## config.mk

```make
export PLATFORM = sky130hd
export DESIGN_NAME = icirq_top
export DESIGN_NICKNAME = d
export VERILOG_FILES = /design/src/rtl/icirq_pkg.sv /design/src/rtl/icirq_change_det.sv /design/src/rtl/icirq_enable_reg.sv /design/src/rtl/icirq_flag_cell.sv /design/src/rtl/icirq_top.sv
export SDC_FILE = /design/constraint.sdc
export NUM_CORES = 1
export LEC_CHECK = 0
export ABC_AREA = 0
export ABC_CLOCK_PERIOD_IN_PS = 1700
export BUFFER_PORTS_ARGS = -buffer_cell sky130_fd_sc_hd__buf_4
export CAP_MARGIN = 5
export CORE_ASPECT_RATIO = 1.1
export CORE_MARGIN = 4
export CORE_UTILIZATION = 40
export CTS_CLUSTER_SIZE = 14
export DETAILED_ROUTE_END_ITERATION = 16
export PLACE_DENSITY = 0.67
export RECOVER_POWER = 100
export SLEW_MARGIN = 15
export SYNTH_ARGS = -nofsm -noshare
export SYNTH_HDL_FRONTEND = slang
export SYNTH_SLANG_ARGS = --single-unit
```

## constraint.sdc

```tcl
create_clock -name clk -period 1.7 [get_ports clk]
set_input_delay 0.17 -clock clk [delete_from_list [all_inputs] [get_ports clk]]
set_output_delay 0.17 -clock clk [all_outputs]
set_load 0.1 [all_outputs]
```

## src/rtl/icirq_pkg.sv

```systemverilog
package icirq_pkg;
  parameter int GROUP_W_DEF = 4;
  parameter int GROUPS_DEF  = 2;

  function automatic int stage_group(input int stage, input int group_w);
    return stage / group_w;
  endfunction
endpackage

```

## src/rtl/icirq_change_det.sv

```systemverilog
module icirq_change_det #(
  parameter int N = 8
) (
  input  logic         clk,
  input  logic [N-1:0] lvl_i,
  output logic [N-1:0] chg_o
);
  logic [N-1:0] prev_q;

  // Previous-cycle copy; loaded during reset too so no false edge follows it.
  always_ff @(posedge clk) begin
    prev_q <= lvl_i;
  end

  assign chg_o = lvl_i ^ prev_q;
endmodule

```

## src/rtl/icirq_enable_reg.sv

```systemverilog
module icirq_enable_reg #(
  parameter int N = 8
) (
  input  logic         clk,
  input  logic         rst,
  input  logic         wr_i,
  input  logic [N-1:0] wdata_i,
  output logic [N-1:0] en_o
);
  always_ff @(posedge clk) begin
    if (rst)       en_o <= '0;
    else if (wr_i) en_o <= wdata_i;
  end

  p_en_hold_r11: assert property (@(posedge clk) disable iff (rst)
    !wr_i |=> $stable(en_o));
  p_en_reset_r1: assert property (@(posedge clk)
    rst |=> (en_o == '0));
endmodule

```

## src/rtl/icirq_flag_cell.sv

```systemverilog
module icirq_flag_cell (
  input  logic clk,
  input  logic rst,
  input  logic en_i,
  input  logic in_mode_i,
  input  logic chg_i,
  input  logic eoi_i,
  output logic flag_o,
  output logic flag_next_o
);
  always_comb begin
    if (!en_i)      flag_next_o = 1'b0;
    else if (eoi_i) flag_next_o = 1'b0;
    else            flag_next_o = flag_o | (chg_i & in_mode_i);
  end

  always_ff @(posedge clk) begin
    if (rst) flag_o <= 1'b0;
    else     flag_o <= flag_next_o;
  end

  p_set_on_change_r2: assert property (@(posedge clk) disable iff (rst)
    (en_i && in_mode_i && chg_i && !eoi_i) |=> flag_o);
  p_no_set_output_r4: assert property (@(posedge clk) disable iff (rst)
    (!flag_o && !in_mode_i) |=> !flag_o);
  p_disabled_clear_r9: assert property (@(posedge clk) disable iff (rst)
    !en_i |=> !flag_o);
  p_sticky_r10: assert property (@(posedge clk) disable iff (rst)
    (flag_o && en_i && !eoi_i) |=> flag_o);
endmodule

```

## src/rtl/icirq_top.sv

```systemverilog
module icirq_top #(
  parameter int GROUP_W = icirq_pkg::GROUP_W_DEF,
  parameter int GROUPS  = icirq_pkg::GROUPS_DEF,
  localparam int N      = GROUP_W * GROUPS
) (
  input  logic              clk,
  input  logic              rst,
  input  logic [N-1:0]      lvl_i,
  input  logic [GROUPS-1:0] out_mode_i,
  input  logic              en_wr_i,
  input  logic [N-1:0]      en_wdata_i,
  input  logic              eoi_i,
  output logic [N-1:0]      flags_o,
  output logic              irq_n_o
);
  logic [N-1:0] chg;
  logic [N-1:0] en_q;
  logic [N-1:0] in_mode;
  logic [N-1:0] flag_next;

  icirq_change_det #(.N(N)) u_det (
    .clk   (clk),
    .lvl_i (lvl_i),
    .chg_o (chg)
  );

  icirq_enable_reg #(.N(N)) u_en (
    .clk     (clk),
    .rst     (rst),
    .wr_i    (en_wr_i),
    .wdata_i (en_wdata_i),
    .en_o    (en_q)
  );

  for (genvar i = 0; i < N; i++) begin : g_stage
    assign in_mode[i] = ~out_mode_i[icirq_pkg::stage_group(i, GROUP_W)];

    icirq_flag_cell u_cell (
      .clk         (clk),
      .rst         (rst),
      .en_i        (en_q[i]),
      .in_mode_i   (in_mode[i]),
      .chg_i       (chg[i]),
      .eoi_i       (eoi_i),
      .flag_o      (flags_o[i]),
      .flag_next_o (flag_next[i])
    );
  end

  // Registered from the next-state flags so the pin moves with the flags.
  always_ff @(posedge clk) begin
    if (rst) irq_n_o <= 1'b1;
    else     irq_n_o <= ~(|flag_next);
  end

  p_reset_state_r1: assert property (@(posedge clk)
    rst |=> (flags_o == '0 && irq_n_o));
  p_irq_tracks_r6: assert property (@(posedge clk) disable iff (rst)
    irq_n_o == (flags_o == '0));
  p_eoi_clears_r7: assert property (@(posedge clk) disable iff (rst)
    eoi_i |=> (flags_o == '0 && irq_n_o));
endmodule

```

; ---- After elaboration in Yosys (flattened, before gate mapping)
; Cells that the tools add are included.
; Widths: inputs -> output; s select.
[classes]
reduce_logical = 1
n_bitwise = 20
mux = 16
[op_table]
columns = op, n
row1 = $mux 1, 16
row2 = $and 1x1->1, 8
row3 = $or 1x1->1, 8
row4 = $reduce_or 8->1, 1
row5 = $xor 8x8->8, 1
row6 = $not 1->1, 3
[totals]
output_inout_bits = 9
input_bits = 22
register_bits = 25

; ---- Depth between registers and ports, before layout
; Gate-level depths: netlist (run 1).
[logic_depth]
depth_word = 7
mapped_depth = 5
depth_no_buf = 4

; ---- Hierarchy
; From an unflattened synthesis (run 1), not the netlist that was laid out.
[hier_totals]
cells_unflattened = 80
hier_area_um2 = 943.4
[by_module_without_submodules]
columns = mod, instances, area_per_inst_um2, cells_per_inst
row1 = icirq_flag_cell, 8, 47.5, 4
row2 = icirq_enable_reg, 1, 285.3, 26
row3 = icirq_change_det, 1, 230.2, 16
row4 = icirq_top, 1, 47.5, 6

; ---- Least setup slack after synthesis (run 1)
; OpenSTA, ideal clock, no wires.
[synth_timing]
kind = register -> register
startpoint = reg u_en.en_o[5]
endpoint = reg irq_n_o
setup_ps = 116
path_stages_with_launch = 5
path_slack_ps = 520
t_arrival_ps = 1064
t_required_ps = 1584
path_buffers = 0
cell_sequence = dfxtp_1 inv_1 o41ai_1 a2111oi_1 a41o_1
[synth_via]
elab_chain_len = 3
[synth_rtl]
columns = element, line
row1 = "start, declared", icirq_enable_reg.sv:8  ; output logic [N-1:0] en_o
row2 = "start signal, assigned", icirq_enable_reg.sv:12  ; else if (wr_i) en_o <= wdata_i;
row3 = $mux 1, icirq_flag_cell.sv:12  ; if (!en_i) flag_next_o = 1'b0;
row4 = $reduce_or 8->1, icirq_top.sv:53  ; else irq_n_o <= ~(|flag_next);
row5 = $not 1->1, icirq_top.sv:53
row6 = "end signal, assigned", icirq_top.sv:53
row7 = "end, declared", icirq_top.sv:14  ; output logic irq_n_o
; Every way passes these cells.
; A chain may end at the register's enable or synchronous reset.

; ---- Worst setup path after layout (run 1)
[layout_timing]
startpoint = in lvl_i[0]
endpoint = reg irq_n_o
[layout_via]
elab_chain_len = 7
[layout_rtl]
columns = element, line
row1 = "start, declared", icirq_top.sv:8  ; input logic [N-1:0] lvl_i,
row2 = $xor 8x8->8, icirq_change_det.sv:15  ; assign chg_o = lvl_i ^ prev_q;
row3 = $and 1x1->1, icirq_flag_cell.sv:14  ; else flag_next_o = flag_o | (chg_i & in_mode_i);
row4 = $or 1x1->1, icirq_flag_cell.sv:14
row5 = $mux 1, icirq_flag_cell.sv:13  ; else if (eoi_i) flag_next_o = 1'b0;
row6 = $mux 1, icirq_flag_cell.sv:12
row7 = $reduce_or 8->1, icirq_top.sv:53
row8 = $not 1->1, icirq_top.sv:53
; Every way passes these cells.

==> results of run 1 <==
-- cells in the mapped netlist, types with 2 or more instances --
cell / number
dfxtp_1: 25
nor2_1: 12
o41ai_1: 3
and2b_4: 5
o21ai_0: 2
mux2i_1: 8
nand3b_1: 3
xnor2_1: 7
and3b_1: 3
buf_4: 8
inv_1: 3
nor2b_1: 3
o21bai_1: 2
-- cell families after synthesis --
group,after synthesis,share of synthesized area
and+or+nand+nor,26,0.161
DFF,25,0.496
buffers and inverters,14,0.0905
AOI/OAI and AO/OA,11,0.0967
xor gates and xnor gates,8,0.0768
muxes,8,0.0793
-- per-layer routing --
metal	part of all wire	vias to the layer above	wire length, um	track usage
met5	0	-	0	0
met4	0	0	0	0.0508
met3	0.057	0	105	0.0340
met2	0.49	15	902	0.204
met1	0.46	314	847	0.152
li1	-	361	-	-
-- sequential cells by signal, summed over array words and instances (netlist names) --
register,flops
g_stage.u_cell.flag_o,8
irq_n_o,1
u_det.prev_q,8
u_en.en_o,8
-- final cells by class --
cell class	instances	area, sq um	share of cell area
Inverter	3	11.3	0.00904
Timing Repair Buffer	38	260	0.209
Sequential cell	25	500	0.402
Tap cell	30	37.5	0.0301
Clock buffer	4	26.3	0.0211
Multi-Input combinational cell	53	410	0.329
-- where the power goes --
part | leakage [nW] | switching [W] | total, W | internal, W
combinational | 0.322 | 0.0000769 | 0.000157 | 0.0000796
sequential | 0.206 | 0.0000127 | 0.000623 | 0.000611
clock | 0.0150 | 0.000158 | 0.000250 | 0.0000914
-- final timing paths --
| check | depth (start not counted) | to |
|---|---|---|
| worst min-delay path | 3 | u_en.en_o[0] |
| worst min register to register | 2 | u_en.en_o[2] |
| worst max-delay path | 6 | irq_n_o |
| worst max register to register | 4 | irq_n_o |
-- per-stage QoR --
| step | setup WS [ns] | cells | total power (W) | utilization |
|---|---|---|---|---|
| floorplan | 0.520 | 92 | 0.000731 | - |
| global placement | 0.435 | 141 | 0.000786 | 0.514 |
| detailed placement | 0.389 | 141 | 0.000791 | 0.514 |
| CTS | 0.196 | 153 | 0.00105 | 0.560 |
| global route | 0.106 | 153 | 0.00109 | 0.537 |
| finish | 0.158 | 153 | 0.00103 | 0.537 |
-- layout by cell type (no fill, tap or decap) --
cell type,synthesis,final
a2111oi_1,1,1
a22oi_1,1,1
a41o_1,1,1
and2b_4,5,5
and3b_1,3,3
buf_4,8,13
clkbuf_1,1,7
clkbuf_2,0,9
clkbuf_4,0,5
dfxtp_1,25,25
dlygate4sd3_1,0,8
inv_1,3,3
mux2i_1,8,8
nand3b_1,3,3
nor2_1,12,12
nor2b_1,3,3
o21ai_0,2,2
o21bai_1,2,2
o21bai_4,1,1
o41ai_1,3,3
xnor2_1,7,8
-- critical path, stage by stage --
cell	delay [ns]
dlygate4sd3_1	0.53
clkbuf_1	0.11
xnor2_1	0.25
o21bai_4	0.08
a2111oi_1	0.43
a41o_1	0.22
==> results.json, run 1 <==
{
  "syn_area_per_cell_sq_um": 11.0,
  "slew_headroom": 0.639,
  "cts_hold_buf": 8,
  "io-pin-count": 31,
  "ys.flop_type": "dfxtp_1",
  "wl_per_cell_um": 12.1,
  "ys_types": 21,
  "netlist.area_leader.share": 0.496,
  "crit_path_start": "lvl_i[0]",
  "path_clk_slew_ns": 0.12,
  "port_buffers": 30,
  "grt_pass1_vias": 712,
  "slew_violations": 0,
  "start_kind": "input port",
  "hold_path_class": "in -> reg",
  "syn_area_sq_um": 1010,
  "synth-async-reset-ratio": 0,
  "tightestPinTransition_ns": 0.543,
  "hold_violations": 0,
  "root_buffer": "clkbuf_4",
  "cts_tree": "yes",
  "htreeDepth": 1,
  "crit_fanout": 2,
  "cts_num_sinks": 25,
  "wl_mm": 1.86,
  "period_share": 0.907,
  "reg2reg_slack_ns": 0.33,
  "synth-edff-count": 0,
  "final_area_sq_um": 1250,
  "rows": 18,
  "design.die.area_sq_um": 3390,
  "post_dp_cell_area_sq_um": 1190,
  "viasPerCell": 4.51,
  "synth_seq_area_share": 0.496,
  "cts_resized": 0,
  "p_leak_nw": 0.543,
  "antenna_cells": 0,
  "core-area_sq_um": 2320,
  "clock_latency_ns": 0.30,
  "fin_setup_tns_ns": 0,
  "drv_cap": 0,
  "synth_seq_cells": 25,
  "start_util": 0.435,
  "ys_top_cells_by_area": "dfxtp_1 50%, mux2i_1 7.9%, xnor2_1 6.1%, buf_4 5.9%, and2b_4 5.0%",
  "numCtsBuffers": 3,
  "clock_tree.buffer_depth": 2,
  "die_h_um": 60.7,
  "die_w_um": 55.9,
  "power.density_nw_per_um2": 826,
  "grt_max_degree": 18,
  "antenna_left": 0,
  "timing.fmax_mhz": 648,
  "period_needed_ns": 1.54,
  "cp.arrival_ns": 1.80,
  "n_fill_cell": 224,
  "critPathCaptureType": "flop",
  "crit_type": "in -> reg",
  "synth_cells": 92,
  "area_delta_synth_final_pct": 23.4,
  "clock_skew_ns": 0.000413,
  "vias": 690,
  "holdWs_ns": 0.0956,
  "setup_viol": 0,
  "cp.required_ns": 1.96,
  "yosys.area.top_type": "dfxtp_1",
  "syn_nets": 114,
  "yosys_warnings": 0,
  "peakVddDrop_mv": 0.566,
  "hpwl_mm": 1.49,
  "drtIter0Drc": 14,
  "rsz0062_at_grt": "no",
  "status": "complete, no violations",
  "antenna_found_initial": 0,
  "post_cts_buffers": 0,
  "grt_remaining_overflow": 0,
  "r2r_start": "u_det.prev_q[0]",
  "nNetsFinal": 146,
  "drive_gt1_frac": 0.268,
  "hold_start": "en_wdata_i[0]",
  "drc": 0,
  "grt_first_pass_wirelength_mm": 3.18,
  "place_congestion": 0.689,
  "first_pass_iters": 4,
  "grt.total_usage": 0.122
}
No activity file was read; power rests on OpenSTA's default activity.
==> inputs of run 2 (changes only) <==
--- a/config.mk
+++ b/config.mk
@@ -12,6 +12,7 @@
 export CORE_ASPECT_RATIO = 1.1
 export CORE_MARGIN = 4
 export CORE_UTILIZATION = 40
+export CTS_BUF_LIST = sky130_fd_sc_hd__clkbuf_16
 export CTS_CLUSTER_SIZE = 14
 export DETAILED_ROUTE_END_ITERATION = 16
 export PLACE_DENSITY = 0.67
==> run 2 against run 1 <==
  * Routed wire length is 2.6% higher
  * Clock-buffer cell count is 1 lower
  * Total power is 23% higher
  * Maximum frequency is 10% higher
  * Cell count is 5.2% lower
  * First-iteration DRC count is 43% lower
  * Combinational power is 10% lower
  * Sequential share of layout area is 1.1 points higher
  * Critical endpoint unchanged
  * Highest routed layer is now met4
==> results.json, run 2 (synthesis results as in run 1) <==
{
  "status": "complete, no violations",
  "wl_mm": 1.90,
  "worstReg2RegEnd": "irq_n_o",
  "tightestPinTransition_ns": 0.543,
  "core-area_sq_um": 2320,
  "wl_per_cell_um": 13.1,
  "rows": 18,
  "reg2regPathDepth": 4,
  "antenna_cells": 0,
  "rsz0062_at_grt": "no",
  "port_buffers": 30,
  "reg_top3": "g_stage.u_cell.flag_o: 8 flops, u_det.prev_q: 8 flops, u_en.en_o: 8 flops",
  "antenna_left": 0,
  "final_cell_mix": "25 x dfxtp_1, 13 x buf_4, 12 x nor2_1",
  "path_clk_slew_ns": 0.06,
  "clock_tree.buffer_depth": 2,
  "post_cts_buffers": 0,
  "final_common_cell": "dfxtp_1",
  "start_util": 0.435,
  "r2r_start": "u_det.prev_q[0]",
  "critPathCaptureType": "flop",
  "hpwl_mm": 1.49,
  "period_needed_ns": 1.40,
  "grt_remaining_overflow": 0,
  "crit_type": "reg -> reg",
  "timing.fmax_mhz": 716,
  "viasPerCell": 4.66,
  "htreeDepth": 1,
  "place_congestion": 0.689,
  "p_leak_nw": 0.533,
  "holdWs_ns": 0.0547,
  "nNetsFinal": 138,
  "grt_pass1_vias": 688,
  "grt_first_pass_wirelength_mm": 3.13,
  "cts_resized": 0,
  "holdPathStages": 1,
  "hold_path_end": "u_det.prev_q[6]",
  "first_pass_iters": 4,
  "die_h_um": 60.7,
  "slew_violations": 0,
  "design.die.area_sq_um": 3390,
  "slew_headroom": 0.639,
  "drc": 0,
  "io-pin-count": 31,
  "root_buffer": "clkbuf_16",
  "drive_gt1_frac": 0.278,
  "power.density_nw_per_um2": 1040,
  "hold_path_class": "in -> reg",
  "period_share": 0.821,
  "area_delta_synth_final_pct": 20.2,
  "start_kind": "flop",
  "reg2reg_slack_ns": 0.30,
  "grt.total_usage": 0.123,
  "numCtsBuffers": 3,
  "setup_viol": 0,
  "fin_setup_tns_ns": 0,
  "cp.arrival_ns": 1.59,
  "antenna_found_initial": 0,
  "cts_hold_buf": 0,
  "clock_skew_ns": 0.00124,
  "hold_start": "lvl_i[6]",
  "peakVddDrop_mv": 0.641,
  "final_area_sq_um": 1210,
  "clock_latency_ns": 0.25,
  "cts_num_sinks": 25,
  "vias": 676,
  "drtIter0Drc": 8,
  "die_w_um": 55.9,
  "post_dp_cell_area_sq_um": 1190,
  "drv_cap": 0,
  "crit_fanout": 2,
  "cp.required_ns": 1.90,
  "grt_max_degree": 18,
  "hold_violations": 0,
  "cts_tree": "yes"
}
-- run 2: cell count changes in the layout (fill, tap and decap cells not counted) --
cell           before  now
a2111oi_0           0    1
clkbuf_16           0    3
dlygate4sd3_1       8    0
clkbuf_4            5    1
a2111oi_1           1    0
inv_1               3    4
-- run 2: layout make-up --
cell class	instances	area, sq um
repair buffers	30	176
multi-input cells	53	409
clock inverters	1	3.75
inverters	3	11.3
flip-flops and latches	25	500
fillers	224	1110
clock buffers	3	75.1
well taps	30	37.5
-- run 2: worst max path at each step --
stage               startpoint      end
2_1_floorplan     u_en.en_o[5]  irq_n_o
3_3_place_gp      u_en.en_o[6]  irq_n_o
3_5_place_dp   u_det.prev_q[0]  irq_n_o
4_1_cts        u_det.prev_q[0]  irq_n_o
5_1_grt        u_det.prev_q[0]  irq_n_o
6_report       u_det.prev_q[0]  irq_n_o
-- run 2: per-stage QoR --
step | total power, W | worst slack (ns) | std cells | utilization
2_1_floorplan | 0.000731 | 0.520 | 92 | -
3_3_place_gp | 0.000786 | 0.435 | 141 | 0.514
3_5_place_dp | 0.000791 | 0.389 | 141 | 0.514
4_1_cts | 0.00129 | 0.372 | 145 | 0.548
5_1_grt | 0.00132 | 0.228 | 145 | 0.523
6_report | 0.00126 | 0.304 | 145 | 0.523
-- run 2: power by group --
group	internal, W	total, W	switching [W]
Combinational	0.0000666	0.000141	0.0000748
Sequential	0.000611	0.000624	0.0000129
Clock	0.000314	0.000499	0.000185
Total	0.000991	0.00126	0.000273
-- run 2: per-layer routing --
metal	global-route usage	wire, um	vias to the layer above	share of wire
li1	-	-	348	-
met1	0.149	829	303	0.44
met2	0.196	906	20	0.48
met3	0.0404	129	5	0.068
met4	0.0712	40	0	0.021
met5	0	0	-	0
-- run 2: worst max-delay path: stages, from the launching register on --
cell,delay (ns)
dfxtp_1,0.31
xnor2_1,0.26
o21bai_4,0.08
a2111oi_0,0.46
a41o_1,0.23
==> inputs of run 3 (changes only) <==
--- a/config.mk
+++ b/config.mk
@@ -6,7 +6,7 @@
 export NUM_CORES = 1
 export LEC_CHECK = 0
 export ABC_AREA = 0
-export ABC_CLOCK_PERIOD_IN_PS = 1700
+export ABC_CLOCK_PERIOD_IN_PS = 1500
 export BUFFER_PORTS_ARGS = -buffer_cell sky130_fd_sc_hd__buf_4
 export CAP_MARGIN = 5
 export CORE_ASPECT_RATIO = 1.1
==> constraint.sdc (replaced) <==
create_clock -name clk -period 1.5 [get_ports clk]
set_input_delay 0.15 -clock clk [delete_from_list [all_inputs] [get_ports clk]]
set_output_delay 0.15 -clock clk [all_outputs]
set_load 0.1 [all_outputs]
==> run 3 against run 2 <==
  * Utilization up 0.054 points
  * Global-route usage unchanged
  * Total power up 13%
==> results.json, run 3 (synthesis results as in run 1) <==
{
  "drtIter0Drc": 9,
  "crit_type": "reg -> reg",
  "cp.required_ns": 1.70,
  "viasPerCell": 4.66,
  "period_needed_ns": 1.36,
  "grt.total_usage": 0.123,
  "n_fill_cell": 223,
  "core-area_sq_um": 2320,
  "grt_remaining_overflow": 0,
  "root_buffer": "clkbuf_16",
  "start_kind": "flop",
  "fin_setup_tns_ns": 0,
  "antenna_found_initial": 0,
  "place_congestion": 0.689,
  "clock_skew_ns": 0.000969,
  "slew_headroom": 0.639,
  "grt_max_degree": 18,
  "numCtsBuffers": 3,
  "vias": 676,
  "cts_resized": 0,
  "final_common_cell": "dfxtp_1",
  "post_cts_buffers": 0,
  "design.die.area_sq_um": 3390,
  "slew_violations": 0,
  "nNetsFinal": 138,
  "io-pin-count": 31,
  "setup_viol": 0,
  "clock_tree.buffer_depth": 2,
  "critPathCaptureType": "flop",
  "area_delta_synth_final_pct": 20.3,
  "power.density_nw_per_um2": 1180,
  "path_clk_slew_ns": 0.06,
  "grt_first_pass_wirelength_mm": 3.13,
  "cts_num_sinks": 25,
  "cts_tree": "yes",
  "peakVddDrop_mv": 0.727,
  "port_buffers": 30,
  "hpwl_mm": 1.49,
  "die_w_um": 55.9,
  "final_cell_mix": "25 x dfxtp_1, 13 x buf_4, 12 x nor2_1",
  "drv_cap": 0,
  "finalPower_w": 0.00143,
  "period_share": 0.904,
  "start_util": 0.435,
  "rows": 18,
  "regArea_sq_um": 500,
  "crit_fanout": 2,
  "die_h_um": 60.7,
  "hold_violations": 0,
  "antenna_left": 0,
  "drc": 0,
  "hold_path_class": "in -> reg",
  "cts_hold_buf": 0,
  "rsz0062_at_grt": "no",
  "clock_latency_ns": 0.25,
  "wl_per_cell_um": 13.0,
  "grt_pass1_vias": 688,
  "htreeDepth": 1,
  "wl_mm": 1.89,
  "tightestPinTransition_ns": 0.543,
  "drive_gt1_frac": 0.278,
  "first_pass_iters": 4,
  "status": "complete, no violations",
  "p_leak_nw": 0.534,
  "timing.fmax_mhz": 738,
  "multi_input_area_sq_um": 410,
  "holdWs_ns": 0.0348,
  "reg_top3": "g_stage.u_cell.flag_o: 8 flops, u_det.prev_q: 8 flops, u_en.en_o: 8 flops",
  "cp.arrival_ns": 1.55,
  "antenna_cells": 0
}
## run 3: cell counts in the layout (fill, tap and decap cells not counted)
Identical to the previous run, type by type.
## run 3: area by class of cell
class                           instances  area share
Clock inverter                          1     0.00309
Clock buffer                            3      0.0618
Tap cell                               30      0.0309
Inverter                                3     0.00927
Multi-Input combinational cell         53       0.338
Sequential cell                        25       0.412
Timing Repair Buffer                   30       0.145
## run 3: stage by stage
stage | setup slack (ns) | utilization | cells | cell area, sq um
2_1_floorplan | 0.320 | - | 92 | 1010
3_3_place_gp | 0.235 | 0.514 | 141 | 1190
3_5_place_dp | 0.189 | 0.514 | 141 | 1190
4_1_cts | 0.172 | 0.548 | 145 | 1270
5_1_grt | 0.0710 | 0.524 | 145 | 1210
6_report | 0.145 | 0.524 | 145 | 1210
## run 3: worst max-delay path, stage by stage (launching register included)
cell and delay [ns]:
dfxtp_1 0.31, xnor2_1 0.26, o21bai_4 0.08, a2111oi_1 0.43
a41o_1 0.22
## run 3: worst paths after layout
path,slack (ns),startpoint,to,cells past startpoint
worst max-delay path,0.14,u_det.prev_q[0],irq_n_o,4
worst min-delay path,0.03,lvl_i[6],u_det.prev_q[6],1
worst min register to register,0.50,u_en.en_o[2],u_en.en_o[2],2
worst max register to register,0.14,u_det.prev_q[0],irq_n_o,4
## run 3: power breakdown
part	switching, W	leakage, nW	internal [W]
Clock	0.000210	0.0423	0.000356
Sequential	0.0000146	0.206	0.000693
Combinational	0.0000847	0.285	0.0000758
## run 3: routing by layer
| layer | track usage | share of wire |
|---|---|---|
| met4 | 0.0712 | 0.021 |
| met5 | 0 | 0 |
| met1 | 0.149 | 0.44 |
| met3 | 0.0404 | 0.065 |
| met2 | 0.196 | 0.47 |
